--- src/rtl/repeat_sched_pkg.sv ---
package repeat_sched_pkg;

  typedef struct packed {
    logic parentInc;
    logic parentClr;
    logic childInc;
    logic childClr;
    logic iterInc;
    logic iterClr;
    logic finish;
  } sched_strobe_t;

  typedef struct packed {
    logic atOffload;
    logic atLast;
    logic childWrap;
    logic iterLast;
  } sched_status_t;

  function automatic int cntWidth(input int n);
    return (n <= 2) ? 1 : $clog2(n);
  endfunction

endpackage

--- src/rtl/sched_counter.sv ---
module sched_counter #(
  parameter int W = 4
) (
  input  logic         clk,
  input  logic         rstN,
  input  logic         inc,
  input  logic         clr,
  output logic [W-1:0] value
);

  always_ff @(posedge clk or negedge rstN) begin
    if (!rstN)    value <= '0;
    else if (clr) value <= '0;
    else if (inc) value <= value + W'(1);
  end

endmodule

--- src/rtl/sched_datapath.sv ---
module sched_datapath
  import repeat_sched_pkg::*;
#(
  parameter int PARENT_LEN = 21,
  parameter int OFFLOAD_AT = 5,
  parameter int BODY_LAT   = 5,
  parameter int REPEATS    = 10,
  localparam int PW = cntWidth(PARENT_LEN),
  localparam int CW = cntWidth(BODY_LAT),
  localparam int IW = cntWidth(REPEATS)
) (
  input  logic          clk,
  input  logic          rstN,
  input  sched_strobe_t strobe,
  output sched_status_t status,
  output logic [PW-1:0] parentCnt,
  output logic [CW-1:0] childCnt,
  output logic [IW-1:0] iterCnt
);

  localparam logic [PW-1:0] OffState  = PW'(OFFLOAD_AT);
  localparam logic [PW-1:0] LastState = PW'(PARENT_LEN - 1);
  localparam logic [CW-1:0] LastStep  = CW'(BODY_LAT - 1);
  localparam logic [IW-1:0] LastIter  = IW'(REPEATS - 1);

  sched_counter #(.W(PW)) parentCtr (
    .clk(clk), .rstN(rstN),
    .inc(strobe.parentInc), .clr(strobe.parentClr), .value(parentCnt)
  );

  sched_counter #(.W(CW)) childCtr (
    .clk(clk), .rstN(rstN),
    .inc(strobe.childInc), .clr(strobe.childClr), .value(childCnt)
  );

  sched_counter #(.W(IW)) iterCtr (
    .clk(clk), .rstN(rstN),
    .inc(strobe.iterInc), .clr(strobe.iterClr), .value(iterCnt)
  );

  always_comb begin
    status.atOffload = (parentCnt == OffState);
    status.atLast    = (parentCnt == LastState);
    status.childWrap = (childCnt == LastStep);
    status.iterLast  = (iterCnt == LastIter);
  end

  // the child never runs past its last body step
  p_child_range_r5: assert property (@(posedge clk) disable iff (!rstN)
    childCnt <= LastStep);

endmodule

--- src/rtl/sched_control.sv ---
module sched_control
  import repeat_sched_pkg::*;
(
  input  logic          clk,
  input  logic          rstN,
  input  logic          start,
  input  sched_status_t status,
  output sched_strobe_t strobe,
  output logic          active,
  output logic          done
);

  logic loopBusy;
  logic loopEnd;
  logic parentAdvance;

  always_comb begin
    loopBusy      = active && status.atOffload;
    loopEnd       = loopBusy && status.childWrap && status.iterLast;
    parentAdvance = active && (!status.atOffload || loopEnd);

    strobe.childInc  = loopBusy && !status.childWrap;
    strobe.childClr  = loopBusy && status.childWrap;
    strobe.iterInc   = loopBusy && status.childWrap && !status.iterLast;
    strobe.iterClr   = loopEnd;
    strobe.parentInc = parentAdvance && !status.atLast;
    strobe.finish    = parentAdvance && status.atLast;
    strobe.parentClr = strobe.finish;
  end

  always_ff @(posedge clk or negedge rstN) begin
    if (!rstN) begin
      active <= 1'b0;
      done   <= 1'b0;
    end else begin
      done <= strobe.finish;
      if (strobe.finish)      active <= 1'b0;
      else if (start)         active <= 1'b1;
    end
  end

  // done never lasts longer than one cycle
  p_done_single_r7: assert property (@(posedge clk) disable iff (!rstN)
    done |=> !done);

  // an idle start always launches
  p_launch_r2: assert property (@(posedge clk) disable iff (!rstN)
    (!active && start) |=> active);

endmodule

--- src/rtl/repeat_sched.sv ---
module repeat_sched
  import repeat_sched_pkg::*;
#(
  parameter int PARENT_LEN = 21,
  parameter int OFFLOAD_AT = 5,
  parameter int BODY_LAT   = 5,
  parameter int REPEATS    = 10,
  localparam int PW = cntWidth(PARENT_LEN),
  localparam int CW = cntWidth(BODY_LAT),
  localparam int IW = cntWidth(REPEATS)
) (
  input  logic          clk,
  input  logic          rstN,
  input  logic          start,
  output logic          done,
  output logic          active,
  output logic [PW-1:0] parentState,
  output logic [CW-1:0] childStep,
  output logic [IW-1:0] iterIdx
);

  localparam logic [PW-1:0] OffState  = PW'(OFFLOAD_AT);
  localparam logic [PW-1:0] LastState = PW'(PARENT_LEN - 1);
  localparam logic [CW-1:0] LastStep  = CW'(BODY_LAT - 1);
  localparam logic [IW-1:0] LastIter  = IW'(REPEATS - 1);

  sched_strobe_t strobe;
  sched_status_t status;

  sched_control ctrl (
    .clk(clk), .rstN(rstN), .start(start),
    .status(status), .strobe(strobe), .active(active), .done(done)
  );

  sched_datapath #(
    .PARENT_LEN(PARENT_LEN), .OFFLOAD_AT(OFFLOAD_AT),
    .BODY_LAT(BODY_LAT), .REPEATS(REPEATS)
  ) dp (
    .clk(clk), .rstN(rstN), .strobe(strobe), .status(status),
    .parentCnt(parentState), .childCnt(childStep), .iterCnt(iterIdx)
  );

  // plain parent states step by one
  p_parent_step_r3: assert property (@(posedge clk) disable iff (!rstN)
    (active && parentState != OffState && parentState != LastState)
    |=> parentState == $past(parentState) + PW'(1));

  // parent frozen while the loop is not at its exit
  p_parent_hold_r4: assert property (@(posedge clk) disable iff (!rstN)
    (active && parentState == OffState &&
     !(childStep == LastStep && iterIdx == LastIter))
    |=> parentState == OffState);

  // a non-final wrap bumps the iteration count
  p_child_wrap_r5: assert property (@(posedge clk) disable iff (!rstN)
    (active && parentState == OffState && childStep == LastStep &&
     iterIdx != LastIter)
    |=> (childStep == '0 && iterIdx == $past(iterIdx) + IW'(1)));

  // loop exit clears the loop counters and resumes the parent together
  p_loop_exit_r6: assert property (@(posedge clk) disable iff (!rstN)
    (active && parentState == OffState && childStep == LastStep &&
     iterIdx == LastIter && OffState != LastState)
    |=> (childStep == '0 && iterIdx == '0 && parentState == OffState + PW'(1)));

  // loop counters rest at zero outside the offload
  p_loop_idle_r9: assert property (@(posedge clk) disable iff (!rstN)
    (!active || parentState != OffState) |-> (childStep == '0 && iterIdx == '0));

  // done arrives with everything back at rest
  p_done_rest_r7: assert property (@(posedge clk) disable iff (!rstN)
    done |-> (!active && parentState == '0));

endmodule

--- config.mk ---
export PLATFORM = sky130hd
export DESIGN_NAME = repeat_sched
export DESIGN_NICKNAME = d
export VERILOG_FILES = /design/src/rtl/repeat_sched_pkg.sv /design/src/rtl/sched_counter.sv /design/src/rtl/sched_datapath.sv /design/src/rtl/sched_control.sv /design/src/rtl/repeat_sched.sv
export SDC_FILE = /design/constraint.sdc
export NUM_CORES = 1
export LEC_CHECK = 0
export ABC_AREA = 1
export BUFFER_PORTS_ARGS = -buffer_cell sky130_fd_sc_hd__buf_2
export CORE_MARGIN = 4
export CORE_UTILIZATION = 47
export DETAILED_ROUTE_END_ITERATION = 6
export PLACE_DENSITY = 0.79
export SKIP_CTS_REPAIR_TIMING = 1
export SLEW_MARGIN = 40
export SYNTH_ARGS = -nofsm -noshare
export SYNTH_HDL_FRONTEND = slang
export SYNTH_SLANG_ARGS = --single-unit
--- constraint.sdc ---
create_clock -name clk -period 1.53 [get_ports clk]
set_clock_uncertainty 0.2 [all_clocks]
set_input_delay 0.3825 -clock clk [delete_from_list [all_inputs] [get_ports clk]]
set_output_delay 0.3825 -clock clk [all_outputs]
set_load 0.02 [all_outputs]
# Word level (Yosys, flattened, before mapping)
# Index checks and enable logic that the tools add are counted.
word_totals:
  ff_bits: 14
  latch_bits: 0
  ram_bits: 0
  romBits: 0
  elab_cells: 37
  mem_count: 0
op_classes:
  addsub: 3
  multipliers: 0
  n_div: 0
  order_cmp: 0
  eq_ne: 4
  shift: 0
  mux: 8
  n_bitwise: 0
  reduce_logical: 17
ops:
  columns: ["operator", "count"]
  rows:
  - ["$mux W5", 2]
  - ["$logic_and A1 B1 Y1", 8]
  - ["$mux W4", 2]
  - ["$reduce_bool A2 Y1", 4]
  - ["$mux W3", 2]
  - ["$add A5 B1 Y5 const B", 1]
  - ["$eq A5 B3 Y1 const B", 1]
  - ["$eq A5 B5 Y1 const B", 1]
  - ["$add A4 B1 Y4 const B", 1]
  - ["$eq A4 B4 Y1 const B", 1]
  - ["$logic_not A1 Y1", 4]
  - ["$add A3 B1 Y3 const B", 1]
  - ["$eq A3 B3 Y1 const B", 1]
  - ["$mux W1", 2]
  - ["$logic_or A1 B1 Y1", 1]

# Longest topological paths before layout
depth:
  ltp_word: 9
  depth_mapped: 11

# Modules after synthesis
# From an unflattened synthesis, not the netlist that was laid out.
hier_totals:
  hier_cells: 103
  hier_area_um2: 785.8
by_module_without_submodules:
  columns: ["mod", "n_inst", "cells_per_inst", "area_per_inst_um2", "seq_area_each_um2"]
  rows:
  - ["sched_counter (dp.parentCtr)", 1, 32, 266.5, 125.1]
  - ["sched_counter (dp.iterCtr)", 1, 24, 201.4, 100.1]
  - ["sched_counter (dp.childCtr)", 1, 17, 142.6, 75.1]
  - ["sched_control", 1, 19, 128.9, 50.0]
  - ["sched_datapath", 1, 11, 46.3, 0.0]

# Least setup slack after synthesis
# No wires, ideal clock.
synth_timing:
  path_kind: "register to register"
  startpoint: "reg dp.iterCtr.value[0]"
  endpoint: "reg dp.parentCtr.value[2]"
  setup_ns: 0.119
  t_arrival_ns: 1.376
  required_time_ns: 1.211
  setup_slack_ns: -0.166
  path_stages_with_launch: 7
  n_path_buf: 0
  synth_period_minus_slack_ns: 1.696
  cell_sequence: "dfrtp_1 -> ha_1 -> nand3_1 -> o31ai_4 -> nand2_4 -> nand2_1 -> nand2_1"
synth_between:
  elab_chain_cells: 6
  word_cells_on_any_way: 8
  cone_classes: "eq/ne: 1; mux: 1; reduce/logical: 6"
synth_lines:
  columns: ["item", "line", "rtl"]
  rows:
  - ["start: declaration", "sched_counter.sv:8", "output logic [W-1:0] value"]
  - ["start signal: assignment", "sched_counter.sv:14", "else if (inc) value <= value + W'(1);"]
  - ["$eq A4 B4 Y1 (*)", "sched_datapath.sv:45", "status.iterLast = (iterCnt == LastIter);"]
  - ["$logic_and A1 B1 Y1 (*)", "sched_control.sv:19", "loopEnd = loopBusy && status.childWrap && status.iterLast;"]
  - ["$logic_or A1 B1 Y1 (*)", "sched_control.sv:20", "parentAdvance = active && (!status.atOffload || loopEnd);"]
  - ["$logic_and A1 B1 Y1 (*)", "sched_control.sv:20", null]
  - ["$logic_and A1 B1 Y1, on equally long branches", "sched_control.sv:27, sched_control.sv:26", null]
  - ["$mux W5 or $reduce_bool A2 Y1 (tied branches)", null, null]
  - ["end signal: assignment", "sched_counter.sv:14", null]
  - ["end: declaration", "sched_counter.sv:8", null]
# Every way passes the cells marked *; elsewhere a longest branch is shown, timed or not.
# A chain may end at the register's enable or synchronous reset.

# Worst setup path in the final report
layout_timing:
  startpoint: "reg dp.iterCtr.value[1]"
  endpoint: "reg dp.parentCtr.value[1]"
# The elaborated chain is that of the path after synthesis.

==> flow_summary.ini <==
[status]
status = complete, but fails checks
violations = negative setup slack

[floorplan]
die_h_um = 50.7
start_util_pct = 49.6
die_area_mm2 = 0.00257
core_area_mm2 = 0.00173
die_width_um = 50.7
rows = 15
ioPinCount = 17

[cts]
numCtsBuffers = 3
root_buffer = clkbuf_4
clock_sink_count = 14
cts_buffer_depth = 2
clk_pin_slew_ns = 0.10
htreeDepth = 1
cts_tree = done
clk_latency_ns = 0.30

[layout]
postLayoutCellArea_mm2 = 0.00140
nets = 150
antennaDiodeCount = 0
fill_cells = 103
final_cell_mix = 17 x buf_6, 16 x buf_4, 14 x inv_1, 10 x nand2_1, 8 x dfrtp_1
final_common_cell = buf_6
areaGrowthSynthToFinish_pct = 63.6
drive_gt1_share_pct = 59.0

[synthesis]
ys_ff_latch = 14
avgSynthCellArea_um2 = 9.01
syn-cell-area_um2 = 856
synth_cells = 95
yosysSeqAreaShare_pct = 40.9
syn-num-nets = 105
ys_warn_count = 0
ys_types = 21

[timing]
fmax_ghz = 0.618
slew-limit-headroom_pct = 77.4
holdWs_ns = 0.192
finalMaxSlewViolations = 0
setup_viol = 16
worst_slack_ns = -0.0879
setup-tns-final_ns = -0.786
hold_viol = 0
rsz0062_at_grt = yes
tightest_slew_ns = 0.339
post-route-period-util_pct = 106
layout_min_cycle_time_ns = 1.62

[placed_design]
place_area_mm2 = 0.00111
place_ws_ns = -0.0755
globalplace.congestion = 0.839
portBuffers = 16
hpwl_um = 1480

[detailed_routing]
vias = 808
top_layer_used = met4
wl_met3_um = 103
met1_length_um = 862
firstDrtPassIters = 4
drc_errors = 0
wl_um = 2370
viasPerCell = 4.93
dr.first_iter.drc_count = 21
avgRoutedWirePerCell_um = 14.5
ant_nets = 0
wl_met2_um = 1320

[global_route]
antenna_found_initial = 0
grt.overflow.total = 0
grt_max_degree = 15
track_usage_pct = 17.3
first_global_vias = 767
grt_pass1_wl_um = 3320

[critical_path]
critPathCaptureType = flip-flop
crit_chain = inv_2 > ha_4 > nand3_4 > o31ai_4 > buf_6 > nand2_4 > nand2_1 > nand2_1
critPathKind = reg -> reg
cp_num_cells = 8
path_max_fanout = 7
worstSetupStartpointType = flip-flop
worstPathRequired_ns = 1.51
reg2reg_depth = 8
cp_top_family = flip-flops
crit_arrival_ns = 1.59
cpMaxStageDelayCell = dfrtp_2
max_stage_delay_ns = 0.43
path_buf_inv = 2
critPathMostFrequentCell = nand2_1

[power]
ir_drop_uv = 1100
total_power_mw = 2.56
power_density_mw_per_mm2 = 1830
leakage_nw = 0.719

[flow_run]
maxCapViolCount = 0

[hold_path]
hold_depth = 4
hold_path.class = in -> reg
## flip-flops by register name, summed over array words and instances, names as in the netlist
signal	cells
ctrl.active	1
dp.childCtr.value	3
dp.iterCtr.value	4
ctrl.done	1
dp.parentCtr.value	5
## area by class of cell
cell class	instances	area, µm²	area share, %
multi-input cells	59	509	36.4
repair buffers	41	372	26.5
flip-flops and latches	14	358	25.6
inverters	21	93.8	6.70
clock buffers	4	36.3	2.59
well taps	25	31.3	2.23
## worst register-to-register path, delay by kind of cell, from the launching register on
kind	cells	cell delay, ns
adder cells (fa/ha/maj)	1	0.13
buffers and inverters	2	0.24
AO/OA/AOI/OAI	1	0.25
AND/OR/NAND/NOR	4	0.27
flip-flops	1	0.43
## path summary, 6_finish.rpt
kind                       slack (ns)                 start               endpoint
setup / recovery                -0.09   dp.iterCtr.value[1]  dp.parentCtr.value[1]
hold / removal                   0.19                 start            ctrl.active
setup reg to reg                -0.09   dp.iterCtr.value[1]  dp.parentCtr.value[1]
hold reg to reg                  0.38  dp.childCtr.value[1]   dp.childCtr.value[1]
max in group asynchronous        0.54                  rstN  dp.parentCtr.value[1]
min in group asynchronous        0.31                  rstN   dp.childCtr.value[0]
## report_power, final
part | internal, mW | total [mW] | switching, mW
Sequential | 0.512 | 0.646 | 0.134
Clock | 0.145 | 0.280 | 0.135
Combinational | 0.790 | 1.64 | 0.847
## routing by layer
| metal | GRT usage, % | vias up |
|---|---|---|
| met5 | 0 | - |
| met4 | 10.3 | 0 |
| met3 | 1.78 | 8 |
| met2 | 31.7 | 25 |
| met1 | 18.9 | 383 |
| li1 | - | 392 |
## cell usage after synthesis
library cell / count / area (µm²)
nand4_1: 5 / 31.3
nand2_1: 16 / 60.1
nand3_1: 7 / 35.0
nand3_2: 1 / 10.0
nor2_4: 1 / 11.3
o31ai_2: 1 / 12.5
o21ai_0: 4 / 20.0
inv_1: 18 / 67.6
ha_1: 7 / 87.6
o31ai_4: 1 / 21.3
buf_6: 1 / 11.3
clkinv_4: 2 / 17.5
inv_4: 1 / 6.26
xor2_1: 5 / 43.8
nand2_2: 2 / 12.5
nand2_4: 2 / 22.5
a21oi_1: 1 / 5.00
nor2_1: 1 / 3.75
dfrtp_1: 14 / 350
o21ai_1: 4 / 20.0
or2_2: 1 / 6.26
## stage by stage
stage               util, %  cells
CTS                    66.7    154
floorplan                 -     95
global placement       64.6    150
finish                 81.1    164
global route           81.1    164
detailed placement     64.6    150
## logic make-up (layout without fill, tap and decap cells)
logic type / after synthesis / count (layout) / share of synthesized area, %
DFF: 14 / 14 / 40.9
AOI/OAI and AO/OA: 11 / 11 / 9.21
and+or+nand+nor: 36 / 36 / 22.5
xor gates and xnor gates: 5 / 5 / 5.12
adders and majority gates: 7 / 7 / 10.2
buffers and inverters: 22 / 66 / 12.0
(Power assumes the default switching activity.)
